==> src/rtl/spiseq_pkg.sv <==
package spiseq_pkg;
  localparam int IDX_W = 3;

  localparam logic [IDX_W-1:0] RIX_CTRL = 3'd0;
  localparam logic [IDX_W-1:0] RIX_CMD  = 3'd1;
  localparam logic [IDX_W-1:0] RIX_ADDR = 3'd2;
  localparam logic [IDX_W-1:0] RIX_OPD  = 3'd3;
  localparam logic [IDX_W-1:0] RIX_PHEN = 3'd4;
  localparam logic [IDX_W-1:0] RIX_DMY  = 3'd5;
  localparam logic [IDX_W-1:0] RIX_WDAT = 3'd6;
  localparam logic [IDX_W-1:0] RIX_RDAT = 3'd7;

  typedef enum logic [2:0] {
    PH_CMD  = 3'd0,
    PH_OCMD = 3'd1,
    PH_ADDR = 3'd2,
    PH_OPD  = 3'd3,
    PH_DMY  = 3'd4,
    PH_DATA = 3'd5,
    PH_END  = 3'd6
  } phase_e;

  typedef struct packed {
    logic       dmy_en;
    logic       cmd_en;
    logic       ocmd_en;
    logic [3:0] addr_sel;
    logic [3:0] opd_sel;
    logic [3:0] data_sel;
  } phen_t;

  typedef struct packed {
    logic keep;
    logic rx_en;
    logic tx_en;
  } ctrl_t;
endpackage

==> src/rtl/spiseq_regs.sv <==
module spiseq_regs
  import spiseq_pkg::*;
#(
  parameter int W = 32
) (
  input  logic             clk,
  input  logic             rst,
  input  logic             wr_i,
  input  logic             rd_i,
  input  logic [IDX_W-1:0] idx_i,
  input  logic [W-1:0]     wdata_i,
  output logic [W-1:0]     rdata_o,
  input  logic             busy_i,
  input  logic             end_i,
  input  logic             sel_i,
  input  logic             rx_load_i,
  input  logic [W-1:0]     rx_word_i,
  output logic             start_o,
  output ctrl_t            ctrl_o,
  output logic [7:0]       cmd_o,
  output logic [7:0]       ocmd_o,
  output logic [23:0]      addr_o,
  output logic [7:0]       opd_o,
  output phen_t            phen_o,
  output logic [3:0]       dmy_o,
  output logic [W-1:0]     wdat_o
);
  logic [15:0]  en_q;
  logic [W-1:0] rdat_q;

  assign start_o = wr_i && (idx_i == RIX_CTRL) && wdata_i[0];

  assign phen_o = '{dmy_en:   en_q[15],
                    cmd_en:   en_q[14],
                    ocmd_en:  en_q[12],
                    addr_sel: en_q[11:8],
                    opd_sel:  en_q[7:4],
                    data_sel: en_q[3:0]};

  always_ff @(posedge clk) begin
    if (rst) begin
      ctrl_o <= '0;
      cmd_o  <= '0;
      ocmd_o <= '0;
      addr_o <= '0;
      opd_o  <= '0;
      en_q   <= '0;
      dmy_o  <= '0;
      wdat_o <= '0;
      rdat_q <= '0;
    end else begin
      if (wr_i) begin
        unique case (idx_i)
          RIX_CTRL: if (!busy_i) ctrl_o <= '{keep: wdata_i[8], rx_en: wdata_i[2], tx_en: wdata_i[1]};
          RIX_CMD:  begin cmd_o <= wdata_i[23:16]; ocmd_o <= wdata_i[7:0]; end
          RIX_ADDR: addr_o <= wdata_i[23:0];
          RIX_OPD:  opd_o  <= wdata_i[7:0];
          RIX_PHEN: en_q   <= wdata_i[15:0];
          RIX_DMY:  dmy_o  <= wdata_i[3:0];
          RIX_WDAT: wdat_o <= wdata_i;
          default:  ;
        endcase
      end
      if (rx_load_i) rdat_q <= rx_word_i;
    end
  end

  always_ff @(posedge clk) begin
    if (rst) begin
      rdata_o <= '0;
    end else if (rd_i) begin
      unique case (idx_i)
        RIX_CTRL: rdata_o <= {{(W-2){1'b0}}, sel_i, end_i};
        RIX_CMD:  rdata_o <= {{(W-24){1'b0}}, cmd_o, 8'h00, ocmd_o};
        RIX_ADDR: rdata_o <= {{(W-24){1'b0}}, addr_o};
        RIX_OPD:  rdata_o <= {{(W-8){1'b0}}, opd_o};
        RIX_PHEN: rdata_o <= {{(W-16){1'b0}}, en_q};
        RIX_DMY:  rdata_o <= {{(W-4){1'b0}}, dmy_o};
        RIX_WDAT: rdata_o <= wdat_o;
        default:  rdata_o <= rdat_q;
      endcase
    end
  end
endmodule

==> src/rtl/spiseq_shift.sv <==
module spiseq_shift #(
  parameter int W = 32,
  localparam int CNT_W = $clog2(W + 1)
) (
  input  logic             clk,
  input  logic             rst,
  input  logic             load_i,
  input  logic [W-1:0]     word_i,
  input  logic [CNT_W-1:0] bits_i,
  input  logic             miso_i,
  output logic             done_o,
  output logic             sck_o,
  output logic             mosi_o,
  output logic [W-1:0]     rx_o
);
  logic             active_q;
  logic             half_q;
  logic [CNT_W-1:0] cnt_q;
  logic [W-1:0]     tx_q;

  always_ff @(posedge clk) begin
    if (rst) begin
      active_q <= 1'b0;
      half_q   <= 1'b0;
      cnt_q    <= '0;
      tx_q     <= '0;
      rx_o     <= '0;
      done_o   <= 1'b0;
    end else begin
      done_o <= 1'b0;
      if (load_i && !active_q) begin
        active_q <= 1'b1;
        half_q   <= 1'b0;
        cnt_q    <= bits_i;
        tx_q     <= word_i;
        rx_o     <= '0;
      end else if (active_q) begin
        if (!half_q) begin
          half_q <= 1'b1;
        end else begin
          half_q <= 1'b0;
          rx_o   <= {rx_o[W-2:0], miso_i};
          tx_q   <= {tx_q[W-2:0], 1'b0};
          cnt_q  <= cnt_q - 1'b1;
          if (cnt_q == CNT_W'(1)) begin
            active_q <= 1'b0;
            done_o   <= 1'b1;
          end
        end
      end
    end
  end

  assign sck_o  = half_q;
  assign mosi_o = tx_q[W-1];

  AST_LOAD_NONZERO: assert property (@(posedge clk) disable iff (rst)
    load_i |-> (bits_i != '0));
  AST_MOSI_HELD_AT_RISE: assert property (@(posedge clk) disable iff (rst)
    $rose(sck_o) |-> $stable(mosi_o));
  AST_SCK_ONE_CYCLE: assert property (@(posedge clk) disable iff (rst)
    sck_o |=> !sck_o);
endmodule

==> src/rtl/spiseq_ctl.sv <==
module spiseq_ctl
  import spiseq_pkg::*;
#(
  parameter int W = 32,
  localparam int CNT_W = $clog2(W + 1)
) (
  input  logic             clk,
  input  logic             rst,
  input  logic             start_i,
  input  ctrl_t            ctrl_i,
  input  logic [7:0]       cmd_i,
  input  logic [7:0]       ocmd_i,
  input  logic [23:0]      addr_i,
  input  logic [7:0]       opd_i,
  input  phen_t            phen_i,
  input  logic [3:0]       dmy_i,
  input  logic [W-1:0]     wdat_i,
  input  logic             sh_done_i,
  input  logic [W-1:0]     sh_rx_i,
  output logic             busy_o,
  output logic             end_o,
  output logic             cs_n_o,
  output logic             sh_load_o,
  output logic [W-1:0]     sh_word_o,
  output logic [CNT_W-1:0] sh_bits_o,
  output logic             rx_load_o,
  output logic [W-1:0]     rx_word_o
);
  phase_e           ph_q;
  logic             wait_q;
  logic             ph_on;
  logic [W-1:0]     ph_word;
  logic [CNT_W-1:0] ph_bits;
  logic [CNT_W-1:0] dbits;

  always_comb begin
    unique case (phen_i.data_sel)
      4'hF:    dbits = CNT_W'(W);
      4'hC:    dbits = CNT_W'(W / 2);
      4'h8:    dbits = CNT_W'(W / 4);
      default: dbits = '0;
    endcase
  end

  always_comb begin
    ph_on   = 1'b0;
    ph_word = '0;
    ph_bits = '0;
    unique case (ph_q)
      PH_CMD:  begin ph_on = phen_i.cmd_en;  ph_word = {cmd_i, {(W-8){1'b0}}};  ph_bits = CNT_W'(8); end
      PH_OCMD: begin ph_on = phen_i.ocmd_en; ph_word = {ocmd_i, {(W-8){1'b0}}}; ph_bits = CNT_W'(8); end
      PH_ADDR: begin ph_on = (phen_i.addr_sel == 4'h7); ph_word = {addr_i, {(W-24){1'b0}}}; ph_bits = CNT_W'(24); end
      PH_OPD:  begin ph_on = (phen_i.opd_sel != 4'h0); ph_word = {opd_i, {(W-8){1'b0}}}; ph_bits = CNT_W'(8); end
      PH_DMY:  begin ph_on = phen_i.dmy_en; ph_bits = CNT_W'(dmy_i) + CNT_W'(1); end
      PH_DATA: begin ph_on = (dbits != '0); ph_word = ctrl_i.tx_en ? wdat_i : '0; ph_bits = dbits; end
      default: ;
    endcase
  end

  always_ff @(posedge clk) begin
    if (rst) begin
      busy_o    <= 1'b0;
      end_o     <= 1'b0;
      cs_n_o    <= 1'b1;
      ph_q      <= PH_CMD;
      wait_q    <= 1'b0;
      sh_load_o <= 1'b0;
      sh_word_o <= '0;
      sh_bits_o <= '0;
      rx_load_o <= 1'b0;
      rx_word_o <= '0;
    end else begin
      sh_load_o <= 1'b0;
      rx_load_o <= 1'b0;
      if (!busy_o) begin
        if (start_i) begin
          busy_o <= 1'b1;
          end_o  <= 1'b0;
          cs_n_o <= 1'b0;
          ph_q   <= PH_CMD;
          wait_q <= 1'b0;
        end
      end else if (wait_q) begin
        if (sh_done_i) begin
          wait_q <= 1'b0;
          ph_q   <= phase_e'(ph_q + 3'd1);
          if (ph_q == PH_DATA && ctrl_i.rx_en) begin
            rx_load_o <= 1'b1;
            rx_word_o <= sh_rx_i << (W - int'(dbits));
          end
        end
      end else if (ph_q == PH_END) begin
        busy_o <= 1'b0;
        end_o  <= 1'b1;
        if (!ctrl_i.keep) cs_n_o <= 1'b1;
      end else if (ph_on) begin
        sh_load_o <= 1'b1;
        sh_word_o <= ph_word;
        sh_bits_o <= ph_bits;
        wait_q    <= 1'b1;
      end else begin
        ph_q <= phase_e'(ph_q + 3'd1);
      end
    end
  end

  AST_PHASE_FORWARD: assert property (@(posedge clk) disable iff (rst)
    (busy_o && $past(busy_o)) |-> (ph_q >= $past(ph_q)));
  AST_START_CLEARS_END: assert property (@(posedge clk) disable iff (rst)
    (start_i && !busy_o) |=> (busy_o && !end_o));
  AST_BUSY_START_NO_RESTART: assert property (@(posedge clk) disable iff (rst)
    (start_i && busy_o && ph_q != PH_END) |=> (busy_o && ph_q >= $past(ph_q)));
  AST_KEEP_HOLDS_SEL: assert property (@(posedge clk) disable iff (rst)
    ($fell(busy_o) && ctrl_i.keep) |-> !cs_n_o);
  AST_NOKEEP_RELEASES: assert property (@(posedge clk) disable iff (rst)
    ($fell(busy_o) && !ctrl_i.keep) |-> cs_n_o);
endmodule

==> src/rtl/spi_flash_seq.sv <==
module spi_flash_seq
  import spiseq_pkg::*;
#(
  parameter int WORD_W = 32
) (
  input  logic              clk,
  input  logic              rst,
  input  logic              reg_wr,
  input  logic              reg_rd,
  input  logic [IDX_W-1:0]  reg_idx,
  input  logic [WORD_W-1:0] reg_wdata,
  output logic [WORD_W-1:0] reg_rdata,
  output logic              spi_cs_n,
  output logic              spi_sck,
  output logic              spi_mosi,
  input  logic              spi_miso
);
  localparam int CNT_W = $clog2(WORD_W + 1);

  logic              start, busy, xend, sh_load, sh_done, rx_load;
  ctrl_t             ctrl;
  phen_t             phen;
  logic [7:0]        cmd, ocmd, opd;
  logic [23:0]       addr;
  logic [3:0]        dmy;
  logic [WORD_W-1:0] wdat, sh_word, sh_rx, rx_word;
  logic [CNT_W-1:0]  sh_bits;

  spiseq_regs #(.W(WORD_W)) u_regs (
    .clk(clk), .rst(rst), .wr_i(reg_wr), .rd_i(reg_rd), .idx_i(reg_idx),
    .wdata_i(reg_wdata), .rdata_o(reg_rdata), .busy_i(busy), .end_i(xend),
    .sel_i(!spi_cs_n), .rx_load_i(rx_load), .rx_word_i(rx_word),
    .start_o(start), .ctrl_o(ctrl), .cmd_o(cmd), .ocmd_o(ocmd), .addr_o(addr),
    .opd_o(opd), .phen_o(phen), .dmy_o(dmy), .wdat_o(wdat)
  );

  spiseq_ctl #(.W(WORD_W)) u_ctl (
    .clk(clk), .rst(rst), .start_i(start), .ctrl_i(ctrl), .cmd_i(cmd),
    .ocmd_i(ocmd), .addr_i(addr), .opd_i(opd), .phen_i(phen), .dmy_i(dmy),
    .wdat_i(wdat), .sh_done_i(sh_done), .sh_rx_i(sh_rx), .busy_o(busy),
    .end_o(xend), .cs_n_o(spi_cs_n), .sh_load_o(sh_load), .sh_word_o(sh_word),
    .sh_bits_o(sh_bits), .rx_load_o(rx_load), .rx_word_o(rx_word)
  );

  spiseq_shift #(.W(WORD_W)) u_shift (
    .clk(clk), .rst(rst), .load_i(sh_load), .word_i(sh_word), .bits_i(sh_bits),
    .miso_i(spi_miso), .done_o(sh_done), .sck_o(spi_sck), .mosi_o(spi_mosi),
    .rx_o(sh_rx)
  );

  AST_SCK_LOW_DESELECTED: assert property (@(posedge clk) disable iff (rst)
    spi_cs_n |-> !spi_sck);
endmodule

==> config.mk <==
export PLATFORM = sky130hd
export DESIGN_NAME = spi_flash_seq
export DESIGN_NICKNAME = d
export VERILOG_FILES = /design/src/rtl/spiseq_pkg.sv /design/src/rtl/spiseq_regs.sv /design/src/rtl/spiseq_shift.sv /design/src/rtl/spiseq_ctl.sv /design/src/rtl/spi_flash_seq.sv
export SDC_FILE = /design/constraint.sdc
export NUM_CORES = 1
export LEC_CHECK = 0
export ABC_AREA = 1
export BUFFER_PORTS_ARGS = -buffer_cell sky130_fd_sc_hd__buf_2
export CAP_MARGIN = 20
export CORE_MARGIN = 2
export CORE_UTILIZATION = 53
export CTS_BUF_LIST = sky130_fd_sc_hd__clkbuf_4
export CTS_CLUSTER_SIZE = 14
export DETAILED_ROUTE_END_ITERATION = 8
export PLACE_DENSITY = 0.67
export SLEW_MARGIN = 20
export SYNTH_ARGS = -nofsm -noshare
export SYNTH_HDL_FRONTEND = slang
export SYNTH_HIERARCHICAL = 1
export SYNTH_SLANG_ARGS = --single-unit
export TNS_END_PERCENT = 50
==> constraint.sdc <==
create_clock -name clk -period 2.15 [get_ports clk]
set_input_delay 0.215 -clock clk [delete_from_list [all_inputs] [get_ports clk]]
set_output_delay 0.215 -clock clk [all_outputs]
set_load 0.005 [all_outputs]
==> reports/metrics.yaml <==
hpwlAfterDp_um: 31900
drv_cap: 0
finalMaxSlewViolations: 0
r2r_cells: 14
status: "finished, final reports clean"
cts_root_buf: "clkbuf_4"
crit_path_start_kind: "flip-flop"
finalCriticalPeriod_ns: 2.04
insertion_delay_ns: 0.72
coreArea_sq_um: 27700
drt-total-wl_um: 46100
p_int_w: 0.00906
port-buffer-count: 74
design_area_sq_um: 17100
final_common_cell: "nand2_1"
start_util_pct: 53.7
synth_area_leader_cell: "dfxtp_1"
vias_per_cell: 5.40
clockBufferDepth: 3
die_h_um: 172
slew_headroom_pct: 49.2
combinationalPowerShare_pct: 6.7
crit_fanout: 8
timing_hold_violations_final: 0
fp.dieW_um: 172
rsz0062_at_grt: "true"
num_rows: 61
switchingPower_w: 0.00315
holdWs_ns: 0.0870
hold_depth: 4
grt-ovfl-total: 0
synth-async-reset-ratio_pct: 0
p_seq_share_pct: 49.7
grt_pass1_vias: 13500
tightest_slew_ns: 0.761
antenna_left: 0
p_clk_share_pct: 43.6
hold_class: "in2reg"
yosysTopAreaCellShare_pct: 42.9
grt_pass1_wl_um: 71300
synth.distinct_cells: 42
firstDrtPassIters: 5
antenna_found_initial: 1
powerDensity_nw_per_um2: 715
die_area_sq_um: 29500
avgSynthCellArea_sq_um: 7.00
synth_seq_cells: 319
placed_area_sq_um: 15500
utilization_pct: 61.6
nFillCells: 2665
dr.first_iter.drc_count: 1404
vias: 14500
globalplace.congestion: 0.953
max_freq_mhz: 491
synthesis.nets: 2178
drc: 0
crit_type: "reg2reg"
cts_inserted_buffers: 86
cp_slowest_stage_delay_ns: 0.33
vdd_drop_max_mv: 0.494
synth_cells: 2127
pre_cts_ws_ns: -0.0448
crit_chain: "nor2_4 -> nand3_2 -> ha_2 -> ha_1 -> inv_1 -> nand3_1 -> nand2_1 -> nor2_1 -> nand3_2 -> nand3_4 -> buf_12 -> nor2_4 -> nand2_1 -> nand2_1"
netlist_area_sq_um: 14900
synth_edf_count: 0
fin_crit_sh_pct: 94.7
cts_tree: "built"
clk_transition_reported_paths_ns: 0.07
clock_sinks: 319
fin_nets: 2298
critPathSlowestCell: "dfxtp_2"
drive_above_1_share_pct: 16.1
cp.required_ns: 2.77
cp_common_cell: "nand2_1"
leakagePower_nw: 7.17
syn_to_final_growth_pct: 14.7
final_cell_mix: "nand2_1 (525), dfxtp_1 (316), nor2_1 (218), inv_1 (207), nand3_1 (200)"
setup_viol: 0
synth_seq_area_share_pct: 42.9
grt_max_degree: 68
wl_per_cell_um: 17.2
finClkSkew_ns: 0.0516
yosys_warnings: 6
grt_usage_pct: 31.1
yosys-top-cells-area: "dfxtp_1 (43%), nand2_1 (13%), nand3_1 (6.8%)"
cts_max_level: 3
cp-end-kind: "flip-flop"
ys.flop_type: "dfxtp_1"
fin_ws_ns: 0.114
io_pins: 75
cp.arrival_ns: 2.65
p_sw_share_pct: 25.8
## per-layer routing
metal,up-vias,track usage (%),routed length [um]
met5,-,0,0
met2,539,50.7,21400
met4,0,14.5,1740
met1,6690,40.3,19800
li1,7150,-,-
met3,100,5.02,3250
## synthesized netlist by cell type, types with 2 or more instances
master,count
a21oi_1,186
nand3_1,202
inv_2,10
o21ai_1,23
or2_2,2
buf_1,4
clkinv_1,3
nor2_4,4
nand2_1,527
buf_6,8
o221ai_2,24
o22ai_1,8
o221ai_1,2
nor3_1,4
nor2_1,218
a22oi_1,11
nand2_2,2
a31oi_1,12
nor2_2,24
buf_4,31
clkbuf_1,62
ha_1,11
buf_8,2
dfxtp_1,319
buf_2,42
inv_1,208
nand2_4,2
nand4_1,32
o21ai_0,131
## worst paths after layout
path	slack, ns	from	endpoint
worst min-delay path	0.09	reg_wr	u_regs/wdat_o[14]
worst max register to register	0.11	u_regs/en_q[0]	u_ctl/sh_word_o[30]
worst max-delay path	0.11	u_regs/en_q[0]	u_ctl/sh_word_o[30]
worst min register to register	0.45	u_regs/ctrl_o[2]	u_regs/ctrl_o[2]
## area by class of cell
| cell class | count | area [sq um] | area share, % |
|---|---|---|---|
| Inverter | 222 | 836 | 4.90 |
| Tap cell | 378 | 473 | 2.77 |
| Clock inverter | 19 | 129 | 0.755 |
| Sequential cell | 319 | 6390 | 37.4 |
| Timing Repair Buffer | 180 | 1390 | 8.12 |
| Clock buffer | 125 | 938 | 5.50 |
| Antenna cell | 1 | 2.50 | 0.0147 |
| Multi-Input combinational cell | 1438 | 6920 | 40.5 |
## critical path: cells and delay by family, from the launching register on
kind | cells | cell delay [ns]
buf+inv | 2 | 0.23
flops | 1 | 0.33
fa+ha+maj | 2 | 0.37
simple gates | 10 | 1.03
## power by group through the flow
stage / sequential [W] / clock (W) / combinational, W
final: 0.00607 / 0.00532 / 0.000817
after global routing: 0.00608 / 0.00575 / 0.000884
after CTS: 0.00607 / 0.00546 / 0.000794
after detailed placement: 0.00620 / 0 / 0.000745
after global placement: 0.00620 / 0 / 0.000742
after floorplan: 0.00618 / 0 / 0.000452
## logic make-up after synthesis
family / synth area share [%]
AO/OA/AOI/OAI: 15.5
adder cells (fa/ha/maj): 0.924
buffers and inverters: 11.1
flip-flops: 42.9
AND/OR/NAND/NOR: 29.6
## sequential cells by signal, summed over array words and instances, names as in the netlist, 4 cells and up
register         flops
u_regs/addr_o       24
u_shift/rx_o        32
u_shift/cnt_q        6
u_ctl/sh_bits_o      6
u_regs/rdata_o      32
u_shift/tx_q        32
u_regs/cmd_o         8
u_regs/en_q         16
u_regs/dmy_o         4
u_regs/rdat_q       32
u_ctl/sh_word_o     32
u_regs/wdat_o       32
u_ctl/rx_word_o     32
u_regs/opd_o         8
u_regs/ocmd_o        8
## stage by stage
stage | cells | power (W) | TNS [ns]
floorplan | 2127 | 0.00663 | 0
global route | 2682 | 0.0127 | -0.293
finish | 2682 | 0.0122 | 0
CTS | 2674 | 0.0123 | -0.0276
detailed placement | 2496 | 0.00694 | -0.342
global placement | 2496 | 0.00694 | 0
## timing repair
| action | 4_1_cts | 5_1_grt |
|---|---|---|
| pin swaps | 0 | 8 |
| endpoints found under the setup margin | 12 | 59 |
| setup buffers | 0 | 6 |
| resized for setup | 1 | 12 |
| endpoints found under the hold margin | 116 | 0 |
| cloned | 0 | 1 |
| hold buffers | 34 | 0 |
(Power assumes the default switching activity.)
